File: src/rtl/async_tx_pkg.sv
`timescale 1ns/1ps
package async_tx_pkg;
  // what the shift register is told to take on a free tick
  typedef enum logic [1:0] {
    LD_NONE  = 2'd0,
    LD_DATA  = 2'd1,
    LD_BREAK = 2'd2,
    LD_IDLE  = 2'd3
  } ld_kind_e;
endpackage

File: src/rtl/async_tx_shift.sv
`timescale 1ns/1ps
module async_tx_shift #(
  parameter int FRAME_W = 11
) (
  input  logic               clk,
  input  logic               rst,
  input  logic               tick,
  input  logic               load,
  input  logic [FRAME_W-1:0] frame,
  input  logic               long_mode,
  output logic               accept,
  output logic               finish,
  output logic               busy,
  output logic               line
);
  localparam int CW = $clog2(FRAME_W + 1);
  localparam logic [CW-1:0] LAST_LONG  = CW'(FRAME_W - 1);
  localparam logic [CW-1:0] LAST_SHORT = CW'(FRAME_W - 2);

  logic [FRAME_W-1:0] sr_q;
  logic [CW-1:0]      cnt_q;
  logic [CW-1:0]      last_q;
  logic               busy_q;

  assign finish = tick && busy_q && (cnt_q == last_q);
  assign accept = tick && (!busy_q || (cnt_q == last_q));
  assign busy   = busy_q;
  assign line   = sr_q[0];

  always_ff @(posedge clk) begin
    if (rst) begin
      sr_q   <= '1;
      cnt_q  <= '0;
      last_q <= LAST_SHORT;
      busy_q <= 1'b0;
    end else if (load) begin
      sr_q   <= frame;
      cnt_q  <= '0;
      last_q <= long_mode ? LAST_LONG : LAST_SHORT;
      busy_q <= 1'b1;
    end else if (finish) begin
      sr_q   <= '1;
      busy_q <= 1'b0;
    end else if (tick && busy_q) begin
      sr_q  <= {1'b1, sr_q[FRAME_W-1:1]};
      cnt_q <= cnt_q + 1'b1;
    end
  end
endmodule

File: src/rtl/async_tx_ctrl.sv
`timescale 1ns/1ps
module async_tx_ctrl
  import async_tx_pkg::*;
#(
  parameter int DATA_W  = 9,
  parameter int FRAME_W = DATA_W + 2
) (
  input  logic               clk,
  input  logic               rst,
  input  logic               ctl_wr,
  input  logic               ctl_en,
  input  logic               ctl_brk,
  input  logic               ctl_long,
  input  logic               data_wr,
  input  logic [DATA_W-1:0]  data_in,
  input  logic               sh_accept,
  input  logic               sh_finish,
  input  logic               sh_busy,
  output logic               ld,
  output logic [FRAME_W-1:0] ld_frame,
  output logic               ld_long,
  output logic               buf_empty,
  output logic               tx_done,
  output logic               tx_oe
);
  logic              en_q, brk_q, long_q;
  logic              empty_q, bpend_q, ipend_q;
  logic              done_q, oe_q;
  logic [DATA_W-1:0] buf_q;
  logic [FRAME_W-1:0] data_frame;
  ld_kind_e          kind;

  logic rise_en, rise_brk, data_acc;
  assign rise_en  = ctl_wr && ctl_en && !en_q;
  assign rise_brk = ctl_wr && ctl_brk && !brk_q;
  assign data_acc = data_wr && en_q;

  // fixed order on a free tick: data, break, idle
  always_comb begin
    kind = LD_NONE;
    if (sh_accept) begin
      if (!empty_q)     kind = LD_DATA;
      else if (bpend_q) kind = LD_BREAK;
      else if (ipend_q) kind = LD_IDLE;
    end
  end

  always_comb begin
    data_frame    = '1;
    data_frame[0] = 1'b0;
    if (long_q) data_frame[DATA_W:1]   = buf_q;
    else        data_frame[DATA_W-1:1] = buf_q[DATA_W-2:0];
  end

  always_comb begin
    case (kind)
      LD_DATA:  ld_frame = data_frame;
      LD_BREAK: ld_frame = '0;
      default:  ld_frame = '1;
    endcase
  end

  assign ld        = (kind != LD_NONE);
  assign ld_long   = long_q;
  assign buf_empty = empty_q;
  assign tx_done   = done_q;
  assign tx_oe     = oe_q;

  always_ff @(posedge clk) begin
    if (rst) begin
      en_q    <= 1'b0;
      brk_q   <= 1'b0;
      long_q  <= 1'b0;
      empty_q <= 1'b1;
      bpend_q <= 1'b0;
      ipend_q <= 1'b0;
      done_q  <= 1'b1;
      oe_q    <= 1'b0;
      buf_q   <= '0;
    end else begin
      if (ctl_wr) begin
        en_q   <= ctl_en;
        brk_q  <= ctl_brk;
        long_q <= ctl_long;
      end
      if (data_acc) begin
        buf_q   <= data_in;
        empty_q <= 1'b0;
      end else if (kind == LD_DATA) begin
        empty_q <= 1'b1;
      end
      if (rise_brk)               bpend_q <= 1'b1;
      else if (kind == LD_BREAK)  bpend_q <= brk_q;
      if (rise_en)                ipend_q <= 1'b1;
      else if (kind == LD_IDLE)   ipend_q <= 1'b0;
      if (data_acc || rise_brk || rise_en)     done_q <= 1'b0;
      else if (sh_finish && kind == LD_NONE)   done_q <= 1'b1;
      oe_q <= en_q || sh_busy || !empty_q || bpend_q || ipend_q;
    end
  end
endmodule

File: src/rtl/async_tx.sv
`timescale 1ns/1ps
module async_tx #(
  parameter int DATA_W = 9
) (
  input  logic              clk,
  input  logic              rst,
  input  logic              baud_tick,
  input  logic              ctl_wr,
  input  logic              ctl_en,
  input  logic              ctl_brk,
  input  logic              ctl_long,
  input  logic              data_wr,
  input  logic [DATA_W-1:0] data_in,
  output logic              tx_line,
  output logic              tx_oe,
  output logic              buf_empty,
  output logic              tx_done
);
  localparam int FRAME_W = DATA_W + 2;

  logic               sh_accept, sh_finish, sh_busy;
  logic               ld, ld_long;
  logic [FRAME_W-1:0] ld_frame;

  async_tx_ctrl #(.DATA_W(DATA_W), .FRAME_W(FRAME_W)) u_ctrl (
    .clk(clk), .rst(rst),
    .ctl_wr(ctl_wr), .ctl_en(ctl_en), .ctl_brk(ctl_brk), .ctl_long(ctl_long),
    .data_wr(data_wr), .data_in(data_in),
    .sh_accept(sh_accept), .sh_finish(sh_finish), .sh_busy(sh_busy),
    .ld(ld), .ld_frame(ld_frame), .ld_long(ld_long),
    .buf_empty(buf_empty), .tx_done(tx_done), .tx_oe(tx_oe)
  );

  async_tx_shift #(.FRAME_W(FRAME_W)) u_shift (
    .clk(clk), .rst(rst), .tick(baud_tick),
    .load(ld), .frame(ld_frame), .long_mode(ld_long),
    .accept(sh_accept), .finish(sh_finish), .busy(sh_busy), .line(tx_line)
  );
endmodule

File: config.mk
export PLATFORM = sky130hd
export DESIGN_NAME = async_tx
export DESIGN_NICKNAME = d
export VERILOG_FILES = /design/src/rtl/async_tx_pkg.sv /design/src/rtl/async_tx_shift.sv /design/src/rtl/async_tx_ctrl.sv /design/src/rtl/async_tx.sv
export SDC_FILE = /design/constraint.sdc
export NUM_CORES = 1
export LEC_CHECK = 0
export ABC_AREA = 1
export BUFFER_PORTS_ARGS = -buffer_cell sky130_fd_sc_hd__buf_2
export CAP_MARGIN = 20
export CORE_AREA = 2 2 63 65
export DETAILED_ROUTE_END_ITERATION = 16
export DIE_AREA = 0 0 65 67
export PLACE_DENSITY = 0.84
export SLEW_MARGIN = 20
export SYNTH_ARGS = -nofsm -noshare
export SYNTH_HDL_FRONTEND = slang
export SYNTH_SLANG_ARGS = --single-unit
File: constraint.sdc
create_clock -name clk -period 1.7 [get_ports clk]
set_input_delay 0.085 -clock clk [delete_from_list [all_inputs] [get_ports clk]]
set_output_delay 0.085 -clock clk [all_outputs]
set_load 0.005 [all_outputs]
=== Yosys cells after proc, flatten, opt, wreduce, memory -nomap -nowiden ===
Cells that the tools add are included.

* Register bits after elaboration: 37
* Bits in latches: 0
* RAM bits: 0
* Memory bits (read-only): 0
* Output and inout port bits: 4
* Logic and storage cells: 69
* Memories kept: 0

* Add/sub/neg operators: 1
* $mul: 0
* Divide/modulo/power cells: 0
* Magnitude comparators: 0
* Eq/ne operators: 4
* Shift-type cells: 0
* Muxes and demuxes: 20
* Bitwise gates (word level): 1
* Reduce and logical (&&, ||, !) cells: 30

{| class="wikitable"
|+ Operators by type and width
! operator !! number
|-
| $mux 11 || 3
|-
| $pmux 11 s2 || 1
|-
| $reduce_bool 2->1 || 6
|-
| $mux 1 || 11
|-
| $mux 2 || 5
|-
| $logic_and 1x1->1 || 9
|-
| $logic_or 1x1->1 || 7
|-
| $add 4x1->4 const B || 1
|-
| $eq 2x2->1 const B || 2
|-
| $eq 4x4->1 || 1
|-
| $logic_not 1->1 || 4
|-
| $reduce_bool 3->1 || 1
|-
| $eq 2x1->1 const B || 1
|-
| $logic_not 2->1 || 1
|-
| $reduce_and 2->1 || 1
|-
| $reduce_or 2->1 || 1
|-
| $not 1->1 || 1
|}

=== Depth between registers and ports, before layout ===
* Depth after elaboration: 8
* Gate-level depth with buffers: 17
* Gate-level depth less buffers: 17

=== Modules after synthesis ===
Synthesis repeated with hierarchy kept, for this count alone.

* Cells, all modules: 258
* Area total of the unflattened synthesis: 1789.2 um2

{| class="wikitable"
|+ By module, submodules not included
! module !! times used !! cells each !! area an instance (um2) !! sequential area each (um2)
|-
| async_tx_shift || 1 || 155 || 1051.0 || 360.3
|-
| async_tx_ctrl || 1 || 103 || 738.2 || 340.3
|}

=== Worst setup path before layout ===
No wires, ideal clock.

* Kind: flip-flop to flip-flop
* From: reg u_shift.cnt_q[0]
* To: reg u_shift.sr_q[1]
* Setup time: 0.112 ns
* Arrival: 1.739 ns
* Required time: 1.588 ns
* Setup slack: -0.151 ns
* Stages on the path, launching flop included: 18
* Path buffers: 1
* Cell sequence: dfxtp_1 > inv_2 > nand2_2 > nand2_2 > nor2_4 > nand2_2 > nand2_2 > nand2_2 > nor2_4 > inv_2 > ha_1 > nand2_1 > inv_1 > buf_2 > nand2_1 > nand2_1 > inv_1 > nand2_2

* Longest elaborated chain between the ends: 7

{| class="wikitable"
|+ Ends and longest elaborated chain
! item !! RTL line !! text
|-
| start, declared || async_tx_shift.sv:21 || <nowiki>logic [CW-1:0] cnt_q;</nowiki>
|-
| start signal, assigned || async_tx_shift.sv:46 || <nowiki>cnt_q <= cnt_q + 1'b1;</nowiki>
|-
| $eq 4x4->1 * || async_tx_shift.sv:25, async_tx_shift.sv:26 ||
|-
| $logic_or 1x1->1 || async_tx_shift.sv:26 || <nowiki>assign accept = tick && (!busy_q || (cnt_q == last_q));</nowiki>
|-
| $logic_and 1x1->1 || async_tx_shift.sv:26 ||
|-
| $mux 2 || async_tx_ctrl.sv:41 || <nowiki>if (sh_accept) begin</nowiki>
|-
| $eq 2x2->1 / $eq 2x1->1 (equally long branches) || async_tx_ctrl.sv:56 || <nowiki>case (kind)</nowiki>
|-
| $pmux 11 s2 || async_tx_ctrl.sv:56 ||
|-
| $mux 11 || async_tx_shift.sv:36 || <nowiki>end else if (load) begin</nowiki>
|-
| end signal, assigned || async_tx_shift.sv:37 || <nowiki>sr_q <= frame;</nowiki>
|-
| end signal, assigned || async_tx_shift.sv:45 || <nowiki>sr_q <= {1'b1, sr_q[FRAME_W-1:1]};</nowiki>
|-
| end, declared || async_tx_shift.sv:20 || <nowiki>logic [FRAME_W-1:0] sr_q;</nowiki>
|}

Mark *: on every way between the ends. The rest lies on a longest branch, timed or not.
A chain may end at the register's enable or synchronous reset.

=== Worst setup path after layout ===
* From: reg u_shift.cnt_q[0]
* To: reg u_shift.sr_q[7]

The elaborated chain is that of the path after synthesis.

==> results_dict.tcl <==
set metrics [dict create \
    hpwl_um 2620 \
    clockBufferDepth 2 \
    synth_ff_type "dfxtp_1" \
    hold_path_class "in -> reg" \
    slowest_stage "dfxtp_2" \
    die_area_mm2 0.00436 \
    synth_most_common_cell "nand2_1" \
    nNetsFinal 336 \
    cp.arrival_ps 2120 \
    rows 22 \
    synthArstFlopShare 0 \
    path_depth 15 \
    synthToLayoutAreaGrowth_pct 37.0 \
    crit_path_max_fanout 10 \
    syn_nets 280 \
    insertion_delay_ps 290 \
    cts-root-buf "clkbuf_8" \
    postCtsHoldBufs 0 \
    syn_inst 257 \
    slew_headroom 0.756 \
    dr.first_iter.drc_count 103 \
    crit_path_end_kind "register" \
    antenna_found_initial 0 \
    path_class "reg -> reg" \
    drc 0 \
    layout-drive-gt1-share 0.420 \
    path_buf_inv 4 \
    leakage_nw 1.17 \
    pre_cts_ws_ps -107 \
    antenna_cells 0 \
    first_global_vias 1693 \
    cts_tree "built" \
    wl_met1_um 2000 \
    worstPathRequired_ps 1890 \
    synth_enable_flop_cells 0 \
    reg2regPathDepth 15 \
    fin_skew_ps 5.24 \
    p_total_mw 2.26 \
    die_h_um 67 \
    violations "negative setup slack" \
    crit_chain "inv_2, nand2_2, nand2_2, nor2_4, nand2_2, nand2_4, nand2_4, nor2_4, inv_4, ha_4, nand2_8, buf_12, o21ai_0, inv_1, nand2_2" \
    routedWlPerCell_um 14.1 \
    max_stage_delay_ps 350 \
    track_usage 0.228 \
    timing.hold.ws_ps 38.4 \
    maxUsedRoutingLayer "met4" \
    grt_overflow_total 0 \
    place_congestion 0.785 \
    wl_met2_um 2620 \
    synthTopCellsByCount "nand2_1, dfxtp_1, nor2_1, inv_1, nand2_2" \
    synth_area_per_cell_um2 7.10 \
    port_buffers 20 \
    max-cap-violations 0 \
    path_common_cell "nand2_2" \
    grt_pass1_wl_um 7610 \
    path_clk_slew_ps 70 \
    io_pins 21 \
    yosys.area.top_type "dfxtp_1" \
    max_freq_mhz 518 \
    first_pass_iters 4 \
    detail-route-antenna-nets 0 \
    utilization 0.694 \
    ys_ff_latch 35 \
    synth_top_area_frac 0.384 \
    period_share 1.13 \
    synth_area_mm2 0.00183 \
    setup_viol 21 \
    synthTopCellsByArea "dfxtp_1, nand2_1, nand2_2" \
    worstHoldStart "data_in[8]" \
    cts_made_buffers 5 \
    yosysWarnings 0 \
    setup_slack_ps -229 \
    worst_pin_slew_ps 366 \
    htreeDepth 2 \
    worst_r2r_startpoint "u_shift.cnt_q[0]" \
    seq_area_frac_synth 0.384 \
    synth.distinct_cells 28 \
    routed_wl_um 5090 \
    core_mm2 0.00361 \
    fin_crit_ps 1930 \
    drv_slew 0 \
    rsz0062_at_grt "yes" \
    die_w_um 65 \
    met3WireLength_um 285 \
    critPathLaunch "u_shift.cnt_q[0]" \
    crit_path_start_kind "register" \
    cts.sinks 35 \
    ir_worst_vdd_v 0.000829 \
    initial_core_util 0.506 \
    power_density_mw_per_mm2 905 \
    viasPerCell 5.18 \
    cpLargestDelayFamily "simple AND/OR/NAND/NOR gates" \
    status "finished with violations" \
    tns_ps -2640 \
    grt_max_degree 22 \
    holdPathStages 3 \
    dr_total_vias 1875 \
    hold_violations 0 \
]
worst paths after layout:
kind,end,slack [ps]
max reg2reg,u_shift.sr_q[7],-230
min reg2reg,u_ctrl.brk_q,480
max,u_shift.sr_q[7],-230
min,u_ctrl.buf_q[8],40
area by class of cell:
| type | count | area [um^2] |
|---|---|---|
| clock buffers | 8 | 100 |
| fillers | 250 | 1100 |
| well taps | 48 | 60.1 |
| repair buffers | 55 | 394 |
| flip-flops and latches | 35 | 706 |
| inverters | 36 | 146 |
| repair inverters | 1 | 7.51 |
| multi-input cells | 179 | 1090 |
registers in the layout (all words and copies together), names as in the netlist, 2 cells and up:
register / count
u_shift.cnt_q: 4
u_shift.last_q: 2
u_ctrl.buf_q: 9
u_shift.sr_q: 11
per-layer routing:
layer	track usage	vias to the layer above
met5	0	-
met4	0.104	0
met3	0.0490	19
met2	0.406	76
met1	0.260	872
li1	-	908
kinds of logic (layout without fill, tap and decap cells):
family / Yosys count / in the layout / synth area share
AOI/OAI and AO/OA: 30 / 30 / 0.0877
DFF: 35 / 35 / 0.384
buffers and inverters: 44 / 100 / 0.103
and+or+nand+nor: 141 / 142 / 0.380
xor gates and xnor gates: 1 / 1 / 0.00480
adders and majority gates: 6 / 6 / 0.0411
report_power, final:
group	internal, mW	switching, mW	total, mW
logic	0.275	0.370	0.645
registers	0.898	0.0479	0.945
clock network	0.370	0.302	0.672
cell usage in the layout (no fill, tap or decap), types with 2 or more instances in the layout:
cell        instances
nand2_2            22
ha_4                3
clkinvlp_4          2
nor2_2              2
clkbuf_8            7
a21oi_2             4
o21ai_0            11
nor2_1             30
buf_4              29
nand2_1            55
buf_6               5
inv_1              26
buf_2              20
clkinv_1            2
dfxtp_1            31
nand3_1             8
nand2_4             3
nor2_4              6
nand3_2            11
ha_1                2
a21oi_1             7
inv_2               5
o21ai_1             3
dfxtp_2             4
per-stage QoR:
stage          cells  area, um^2
2_1_floorplan    257        1880
3_3_place_gp     336        2120
3_5_place_dp     336        2120
4_1_cts          362        2420
5_1_grt          362        2500
6_report         362        2500
worst register-to-register path: cells and delay by family, from the launching register on:
family	cells	cell delay, ps
adder cells (fa/ha/maj)	1	200
flip-flops	1	350
AO/OA/AOI/OAI	1	100
AND/OR/NAND/NOR	9	780
buffers and inverters	4	390
repair_timing:
item | CTS | global route
pin swaps | 7 | 6
gates resized for setup | 22 | 19
buffers inserted | 16 | 2
endpoints found under the setup margin | 14 | 21
gates cloned | 2 | 0
(Power assumes the default switching activity.)
